<file path="config.mk">
export PLATFORM = sky130hd
export DESIGN_NAME = pwm_timebase
export DESIGN_NICKNAME = d
export VERILOG_FILES = /design/src/rtl/pwmtb_pkg.sv /design/src/rtl/pwmtb_prescaler.sv /design/src/rtl/pwmtb_period.sv /design/src/rtl/pwmtb_counter.sv /design/src/rtl/pwm_timebase.sv
export SDC_FILE = /design/constraint.sdc
export NUM_CORES = 1
export LEC_CHECK = 0
export CAP_MARGIN = 20
export CORE_ASPECT_RATIO = 0.75
export CORE_MARGIN = 3
export CORE_UTILIZATION = 40
export DETAILED_ROUTE_END_ITERATION = 7
export PLACE_DENSITY = 0.59
export RECOVER_POWER = 50
export SLEW_MARGIN = 30
export SYNTH_ARGS = -nofsm -noshare
export SYNTH_HDL_FRONTEND = slang
export SYNTH_SLANG_ARGS = --single-unit
</file>
<file path="constraint.sdc">
create_clock -name clk -period 5.6 [get_ports clk]
set_input_delay 1.12 -clock clk [delete_from_list [all_inputs] [get_ports clk]]
set_output_delay 1.12 -clock clk [all_outputs]
set_load 0.02 [all_outputs]
</file>
<file path="src/rtl/pwmtb_pkg.sv">
package pwmtb_pkg;

   localparam int CTL_W     = 16;
   localparam int COARSE_W  = 3;
   localparam int FINE_W    = 3;
   // largest total division: 2^(2^COARSE_W-1) * 2*(2^FINE_W-1)
   localparam int MAX_DIV   = (2 ** (2 ** COARSE_W - 1)) * (2 * (2 ** FINE_W - 1));
   localparam int PRE_W     = $clog2(MAX_DIV);

   typedef enum logic [1:0] {
      CM_UP   = 2'b00,
      CM_DOWN = 2'b01,
      CM_UPDN = 2'b10,
      CM_HOLD = 2'b11
   } cmode_e;

   typedef enum logic [1:0] {
      RN_HALT   = 2'b00,
      RN_CYCLE  = 2'b01,
      RN_FREE_A = 2'b10,
      RN_FREE   = 2'b11
   } run_e;

   typedef struct packed {
      run_e                run;     // [15:14]
      logic                rsv13;   // [13]
      logic [COARSE_W-1:0] coarse;  // [12:10]
      logic [FINE_W-1:0]   fine;    // [9:7]
      logic [2:0]          rsv6_4;  // [6:4]
      logic                imm;     // [3]
      logic                rsv2;    // [2]
      cmode_e              mode;    // [1:0]
   } ctl_t;

endpackage

</file>
<file path="src/rtl/pwmtb_prescaler.sv">
module pwmtb_prescaler
   import pwmtb_pkg::*;
(
   input  logic                clk,
   input  logic                rst_n,
   input  logic                restart,
   input  logic [COARSE_W-1:0] coarse,
   input  logic [FINE_W-1:0]   fine,
   output logic                tick
);

   logic [PRE_W-1:0] pre_q;
   logic [PRE_W-1:0] div_c;
   logic [PRE_W-1:0] div_f;
   logic [PRE_W-1:0] total;

   always_comb begin
      div_c = PRE_W'(1) << coarse;
      div_f = (fine == '0) ? PRE_W'(1) : PRE_W'({fine, 1'b0});
      total = div_c * div_f;
      tick  = (pre_q == total - PRE_W'(1));
   end

   always_ff @(posedge clk or negedge rst_n) begin
      if (!rst_n)               pre_q <= '0;
      else if (restart || tick) pre_q <= '0;
      else                      pre_q <= pre_q + PRE_W'(1);
   end

endmodule

</file>
<file path="src/rtl/pwmtb_period.sv">
module pwmtb_period #(
   parameter int                 CNT_W   = 16,
   parameter logic [CNT_W-1:0]   RST_PRD = '0
) (
   input  logic             clk,
   input  logic             rst_n,
   input  logic             wr,
   input  logic [CNT_W-1:0] wdata,
   input  logic             imm,
   input  logic             xfer,
   output logic [CNT_W-1:0] active
);

   logic [CNT_W-1:0] shadow_q;

   always_ff @(posedge clk or negedge rst_n) begin
      if (!rst_n) begin
         shadow_q <= RST_PRD;
         active   <= RST_PRD;
      end else begin
         if (wr) shadow_q <= wdata;
         if (wr && imm)  active <= wdata;
         else if (xfer)  active <= shadow_q;
      end
   end

endmodule

</file>
<file path="src/rtl/pwmtb_counter.sv">
module pwmtb_counter
   import pwmtb_pkg::*;
#(
   parameter int CNT_W = 16
) (
   input  logic             clk,
   input  logic             rst_n,
   input  logic             tick,
   input  cmode_e           mode,
   input  run_e             run,
   input  logic [CNT_W-1:0] prd,
   output logic [CNT_W-1:0] cnt,
   output logic             dir_down,
   output logic             zero_stb,
   output logic             prd_stb,
   output logic             reach_zero
);

   logic [CNT_W-1:0] nxt;
   logic             dir_n;
   logic             run_ok;
   logic             adv;

   always_comb begin
      unique case (run)
         RN_HALT:  run_ok = 1'b0;
         RN_CYCLE: run_ok = (cnt != '0);
         default:  run_ok = 1'b1;
      endcase
      adv = tick && run_ok && (mode != CM_HOLD);
   end

   always_comb begin
      nxt   = cnt;
      dir_n = dir_down;
      unique case (mode)
         CM_UP: begin
            dir_n = 1'b0;
            nxt   = (cnt >= prd) ? '0 : cnt + 1'b1;
         end
         CM_DOWN: begin
            dir_n = 1'b1;
            nxt   = (cnt == '0) ? prd : cnt - 1'b1;
         end
         CM_UPDN: begin
            if (!dir_down) begin
               if (cnt < prd)       nxt = cnt + 1'b1;
               else if (cnt == '0)  nxt = '0;
               else                 nxt = cnt - 1'b1;
            end else begin
               if (cnt == '0)       nxt = (prd == '0) ? '0 : cnt + 1'b1;
               else                 nxt = cnt - 1'b1;
            end
            if (nxt == '0)          dir_n = 1'b0;
            else if (nxt >= prd)    dir_n = 1'b1;
         end
         default: ;
      endcase
      reach_zero = adv && (nxt == '0);
   end

   always_ff @(posedge clk or negedge rst_n) begin
      if (!rst_n) begin
         cnt      <= '0;
         dir_down <= 1'b0;
         zero_stb <= 1'b0;
         prd_stb  <= 1'b0;
      end else begin
         zero_stb <= reach_zero;
         prd_stb  <= adv && (nxt == prd);
         if (adv) begin
            cnt      <= nxt;
            dir_down <= dir_n;
         end
      end
   end

endmodule

</file>
<file path="src/rtl/pwm_timebase.sv">
module pwm_timebase
   import pwmtb_pkg::*;
#(
   parameter int               CNT_W       = 16,
   parameter bit               PRESCALE_EN = 1'b1,
   parameter logic [CNT_W-1:0] RST_PRD     = '0
) (
   input  logic             clk,
   input  logic             rst_n,
   input  logic             ctl_we,
   input  logic [15:0]      ctl_wdata,
   input  logic             prd_we,
   input  logic [CNT_W-1:0] prd_wdata,
   output logic [CNT_W-1:0] cnt,
   output logic             dir_down,
   output logic             zero_stb,
   output logic             prd_stb
);

   if (CNT_W < 2 || CNT_W > 32) begin : g_bad_width
      $error("pwm_timebase: CNT_W must lie in 2..32");
   end
   if (CTL_W != 16) begin : g_bad_ctl
      $error("pwm_timebase: control word layout assumes 16 bits");
   end

   ctl_t             ctl_q;
   logic             tick;
   logic             reach_zero;
   logic [CNT_W-1:0] prd_act;

   always_ff @(posedge clk or negedge rst_n) begin
      if (!rst_n)      ctl_q <= '0;
      else if (ctl_we) ctl_q <= ctl_t'(ctl_wdata);
   end

   if (PRESCALE_EN) begin : g_presc
      pwmtb_prescaler u_presc (
         .clk     (clk),
         .rst_n   (rst_n),
         .restart (ctl_we),
         .coarse  (ctl_q.coarse),
         .fine    (ctl_q.fine),
         .tick    (tick)
      );
   end else begin : g_nopresc
      assign tick = 1'b1;
   end

   pwmtb_period #(.CNT_W(CNT_W), .RST_PRD(RST_PRD)) u_prd (
      .clk    (clk),
      .rst_n  (rst_n),
      .wr     (prd_we),
      .wdata  (prd_wdata),
      .imm    (ctl_q.imm),
      .xfer   (reach_zero),
      .active (prd_act)
   );

   pwmtb_counter #(.CNT_W(CNT_W)) u_cnt (
      .clk        (clk),
      .rst_n      (rst_n),
      .tick       (tick),
      .mode       (ctl_q.mode),
      .run        (ctl_q.run),
      .prd        (prd_act),
      .cnt        (cnt),
      .dir_down   (dir_down),
      .zero_stb   (zero_stb),
      .prd_stb    (prd_stb),
      .reach_zero (reach_zero)
   );

endmodule

</file>
==> run metrics, run 1 <==
most numerous cell in the Yosys netlist=nand2_1; part of the power in registers=0.309; internal cell power=1290 µW; cts hold-fix bufs=0; Max Cap Viol=2; Worst path top cell family by delay=compound AO/OA/AOI/OAI gates; status=finished with violations; WS Path Type=flop to flop; worst-margin pin slew=2530 ps; power share of the combinational group=0.358; GRT Util Overall=0.245; clock power share=0.333; post-synth top area cell=dfrtp_1; Switch Pwr=718 µW; initial antenna violation count=0; TritonRoute pass-1 iters=6; DP Cell Count=1155; minimum clock period=5300 ps; Commonest cells post-synth=nand2_1 (104), dfrtp_1 (73), nor2_1 (62), ha_1 (61), nand3_1 (55); Worst Hold Class=flop to flop; Inserted Clock Buffers=9; Worst VDD drop=0.000169 V; Sink Count=73; post-synth cell types=85; Clock Path Buffers=2; Setup WS post-layout=298 ps; Setup Total Neg Slack=0 ps; clk_lat worst skew=~350 ps; DRT iter0 DRCs=846; Crit path required time=approximately 5800 ps; fin crit share=0.947; Synth Register Bits=73; Slew Limit Fails=76; Crit. End Element=flop; Starting Density=0.414; cell-by-cell listing of the critical path=nor2b_2 -> nand2_1 -> ha_1 -> fa_1 -> inv_1 -> fa_1 -> ha_1 -> a21o_1 -> a21o_1 -> a21oi_1 -> o21ai_0 -> a211o_1 -> a2111oi_4 -> nand4_4 -> a311oi_2 -> nand4_2 -> buf_6 -> nand3_1 -> o211ai_2; vias in the first global route=6445; htree depth=3; Post-Synthesis Mean Instance Area=8.49 µm²; routability-driven placement congestion ratio=0.997; Levels on crit path=19; die area=20200 µm²; CP max FO=32; pwr dens=233 nW/µm²; setup violators final=0; Routed WL=roughly 24000 µm; largest net degree at the start of global routing=between 40 and 50; Core Area=approximately 18000 µm²; WHS=508 ps; pre-CTS WS=210 ps; WP buf/inv=2; Congestion Overflow GR=0; Final Net Count=roughly 1000; CTS tree=yes; Post-synth EDFFs=0; Cell Area, Synth=7390 µm²; FP Rows=42; Max Freq=189 MHz; Leak=0.00386 µW; CP arrival=5530 ps; vias per std cell=5.93; asr flop ratio synth=1.00; RSZ-0062 raised after global routing=false; Non-Filler Instances=1171; WL/cell=20.5 µm; Post-Syn Instances=871; n_diodes=0; prevailing post-synth register cell=dfrtp_1; Synth top area share=0.247; Chip Height=124 µm; Die Span X=roughly 160 µm; Mapped Nets=981; failing checks=capacitance limit, slew limit; worst r2r path cells=19; Routed Antenna Nets=0; layout cells sized above 1=0.149; Reg clk slew, reported paths=around 60 ps; IO Pins=55; sw frac=0.358; # port buffers=49; DP HPWL=18700 µm; Worst Skew=9.20 ps; post-CTS resize count=0; post-CTS setup buffer count=0; first-pass GRT wire length=38000 µm; Clk Tree Root Cell=clkbuf_16; post-layout util=0.481; vias post-DR=6941; most area-consuming cells after synthesis=dfrtp_1 (25%), ha_1 (10%), nand2_1 (5.3%); critical path's slowest cell=fa_1; Hold Fails Final Rpt=0; Synth Warn #=0; Synth-to-Final Area Change=16.3%; CP Launch Type=flop; Hold Crit Depth=1; crit-path max cell delay=~510 ps; DRC violations left=0; relative slew slack=-0.687; sequential area share after synthesis=0.247
layout make-up:
type / instances / area [µm²]
clock buffers: 10 / 239
flip-flops and latches: 73 / 1830
multi-input cells: 703 / 5160
repair buffers: 89 / 785
clock inverters: 6 / 97.6
well taps: 242 / 303
fillers: 1817 / 9270
inverters: 48 / 180
metrics by stage:
stage	cell area [µm²]	power (µW)
final	8590	2010
after global routing	8590	2130
after CTS	8590	2010
after detailed placement	8260	1330
after global placement	8250	1330
after floorplan	7390	1130
flip-flops by register name, indices dropped and copies added (netlist names):
register               cells
ctl_q                     11
g_presc.u_presc.pre_q     11
u_cnt.cnt                 16
u_cnt.dir_down             1
u_cnt.prd_stb              1
u_cnt.zero_stb             1
u_prd.active              16
u_prd.shadow_q            16
power groups by stage:
stage               Combinational (µW)  Sequential [µW]  Clock [µW]
finish                             717              620         668
global route                       795              626         705
CTS                                712              618         683
detailed placement                 707              627           0
global placement                   704              627           0
floorplan                          517              614           0
cells in the final DEF (no fill, tap or decap), types with 7 or more instances in the layout:
cell type,count
o211ai_2,16
dfrtp_1,73
o22ai_1,11
mux2_2,26
o31ai_1,7
clkdlybuf4s50_1,47
xor2_1,24
clkbuf_16,9
nor4_1,12
nand2_1,103
nor2_1,62
a21oi_1,34
a31oi_1,7
nand2b_1,7
o21ai_0,38
a21o_1,19
inv_1,46
and3_1,13
ha_1,61
xnor2_1,41
fa_1,13
nand3_1,55
buf_4,38
nand4_1,14
nor3_1,19
worst paths after layout:
path	start	to	slack, ps
worst max-delay path	ctl_q[12]	u_prd.active[9]	300
worst min-delay path	u_prd.shadow_q[10]	u_prd.shadow_q[10]	510
worst max register to register	ctl_q[12]	u_prd.active[9]	300
worst min register to register	u_prd.shadow_q[10]	u_prd.shadow_q[10]	510
max in group asynchronous	rst_n	ctl_q[10]	1380
min in group asynchronous	rst_n	u_cnt.cnt[8]	1140
metal layers:
layer	wire length, µm	vias to the layer above	share of wire	global-route usage
met5	0	-	0	0
met4	327	0	0.014	0.0512
met3	2740	38	0.11	0.0738
met2	8980	377	0.37	0.322
met1	12000	3252	0.50	0.387
li1	-	3274	-	-
logic make-up after synthesis:
family                   synth area share
AO/OA/AOI/OAI                       0.200
buffers and inverters              0.0555
adder cells (fa/ha/maj)             0.138
XOR/XNOR                           0.0792
multiplexers                       0.0437
flip-flops                          0.247
AND/OR/NAND/NOR                     0.236
No activity file was read; power rests on OpenSTA's default activity.
==> inputs of run 2 (changes only) <==
==> constraint.sdc (replaced) <==
create_clock -name clk -period 5.6 [get_ports clk]
set_input_delay 1.4 -clock clk [delete_from_list [all_inputs] [get_ports clk]]
set_output_delay 1.4 -clock clk [all_outputs]
set_load 0.02 [all_outputs]
==> run metrics, run 2 (synthesis results as in run 1) <==
status=finished with violations; failing checks=capacitance limit, slew limit; die area=20200 µm² (unchanged); RSZ-0062 raised after global routing=false; CTS tree=yes; routability-driven placement congestion ratio=0.997 (about the same); Starting Density=0.414 (unchanged); cell-by-cell listing of the critical path=nor2b_2 -> nand2_1 -> ha_1 -> fa_1 -> inv_1 -> fa_1 -> ha_1 -> a21o_1 -> a21o_1 -> a2111oi_2 -> nor2_1 -> xnor2_2 -> a21bo_2 -> and4b_1 -> buf_4 -> nand2_1 -> nor4b_1 -> and3_1; vias per std cell=5.84 (-1.4%); DP HPWL=18200 µm (-3.1%); Inserted Clock Buffers=9 (unchanged); n_diodes=0 (unchanged); TritonRoute pass-1 iters=5 (-1); critical path's slowest cell=fa_1; vias post-DR=6842 (-1.4%); crit-path max cell delay=500 ps (about the same); WS Path Type=flop to flop; DRC violations left=0 (unchanged); Final Net Count=1034 (unchanged); minimum clock period=5230 ps (-68.6 ps); Slew Limit Fails=74 (-2.6%); Worst path top cell family by delay=adder cells; FP Rows=42 (unchanged); Worst VDD drop=0.000193 V (+14%); Reg clk slew, reported paths=70 ps (about the same); relative slew slack=-1.30 (-0.618); Crit path required time=5880 ps (+50 ps); largest net degree at the start of global routing=74 (+51%); DP Cell Count=1155 (unchanged); Leak=0.00385 µW (-0.38%); Largest regs=u_cnt.cnt x16, u_prd.active x16, u_prd.shadow_q x16; Die Span X=163 µm (unchanged); # port buffers=49 (unchanged); CP arrival=5510 ps (-20 ps); Synth-to-Final Area Change=15.8%; Clk Tree Root Cell=clkbuf_16; pwr dens=225 nW/µm² (-3.5%); Sink Count=73 (unchanged); clk_lat worst skew=360 ps (about the same); Crit. End Element=flop; Max Cap Viol=1 (-1); most frequent cells in the layout=nand2_1 (103), dfrtp_1 (73), nor2_1 (62), ha_1 (61), nand3_1 (55); worst-margin pin slew=3460 ps (+927 ps); Worst Hold Class=flop to flop; Non-Filler Instances=1171 (unchanged); first-pass GRT wire length=37600 µm (-1.1%); setup violators final=0 (unchanged); Core Area=17900 µm² (unchanged); CP max FO=6 (-81%); Setup Total Neg Slack=0 ps (unchanged); GRT Util Overall=0.243 (-0.00256); layout cells sized above 1=0.149 (unchanged); Worst Skew=12.9 ps (+3.65 ps); Congestion Overflow GR=0 (unchanged); Clock Path Buffers=2 (unchanged); CP Launch Type=flop; htree depth=3 (unchanged); WP buf/inv=2 (unchanged); commonest non-fill, non-tap cell in the layout=nand2_1; post-CTS setup buffer count=0 (unchanged); cts hold-fix bufs=0 (unchanged); vias in the first global route=6383 (-0.96%); IO Pins=55 (unchanged); fin crit share=0.935 (-0.0123); Hold Fails Final Rpt=0 (unchanged); Routed Antenna Nets=0 (unchanged); Routed WL=23900 µm (-0.34%); DRT iter0 DRCs=638 (-25%); Chip Height=124 µm (unchanged); initial antenna violation count=0 (unchanged); Max Freq=191 MHz (+1.3%); WL/cell=20.4 µm (-0.34%)
## run 2: changes by cell type in the layout (fill, tap and decap cells not counted), sizes merged
cell and delta:
bufinv -2, clkdlybuf4s25 +1, clkbuf -3, clkinv +1, buf +1, inv +2
## run 2: repair_timing
| item | 4_1_cts | 5_1_grt |
|---|---|---|
| resized for setup | 0 | 2 |
| hold endpoints to repair | 0 | 0 |
| setup endpoints to repair | 0 | 3 |
## run 2: worst paths after layout
kind,from,endpoint,slack [ps],depth (start not counted)
max in group asynchronous,rst_n,u_prd.shadow_q[0],1190,1
min reg2reg,u_prd.shadow_q[13],u_prd.shadow_q[13],510,1
max reg2reg,ctl_q[12],u_cnt.zero_stb,370,18
min in group asynchronous,rst_n,u_cnt.cnt[14],2430,1
max,ctl_q[12],u_cnt.zero_stb,370,18
min,u_prd.shadow_q[13],u_prd.shadow_q[13],510,1
## run 2: where the power goes
part | internal (µW) | switching (µW)
clock network | 314 | 278
registers | 568 | 48.7
logic | 312 | 407
total | 1190 | 733
## run 2: stage by stage
| step | hold WS [ps] | area (µm²) | power, µW | setup slack [ps] | utilization |
|---|---|---|---|---|---|
| 3_5_place_dp | 495 | 8260 | 1330 | 356 | 0.462 |
| 6_report | 510 | 8560 | 1930 | 366 | 0.479 |
| 4_1_cts | 512 | 8560 | 1930 | 309 | 0.479 |
| 5_1_grt | 517 | 8560 | 2050 | 63.3 | 0.479 |
| 2_1_floorplan | 481 | 7390 | 1130 | 419 | - |
| 3_3_place_gp | 491 | 8250 | 1330 | 336 | 0.462 |
## run 2: layer usage
metal	part of all wire	vias to the layer above	wire length (µm)	track usage
met5	0	-	0	0
met4	0.018	0	433	0.0571
met3	0.11	33	2710	0.0775
met2	0.37	345	8970	0.316
met1	0.49	3200	11800	0.380
li1	-	3264	-	-
## run 2: area by class of cell
| cell class | count | area [µm²] |
|---|---|---|
| clock buffer | 9 | 225 |
| clock inverter | 7 | 71.3 |
| fill | 1806 | 9310 |
| inverter | 48 | 180 |
| multi-input combinational | 703 | 5160 |
| sequential | 73 | 1830 |
| tap | 242 | 303 |
| timing repair buffer | 89 | 791 |
## run 2: worst reg2reg max path, delay by kind of cell (launching register included)
kind	cells	cell delay, ps
adders and majority gates	4	1650
and+or+nand+nor	7	1520
AOI/OAI and AO/OA	4	1060
DFF	1	410
buffers and inverters	2	270
xor gates and xnor gates	1	260
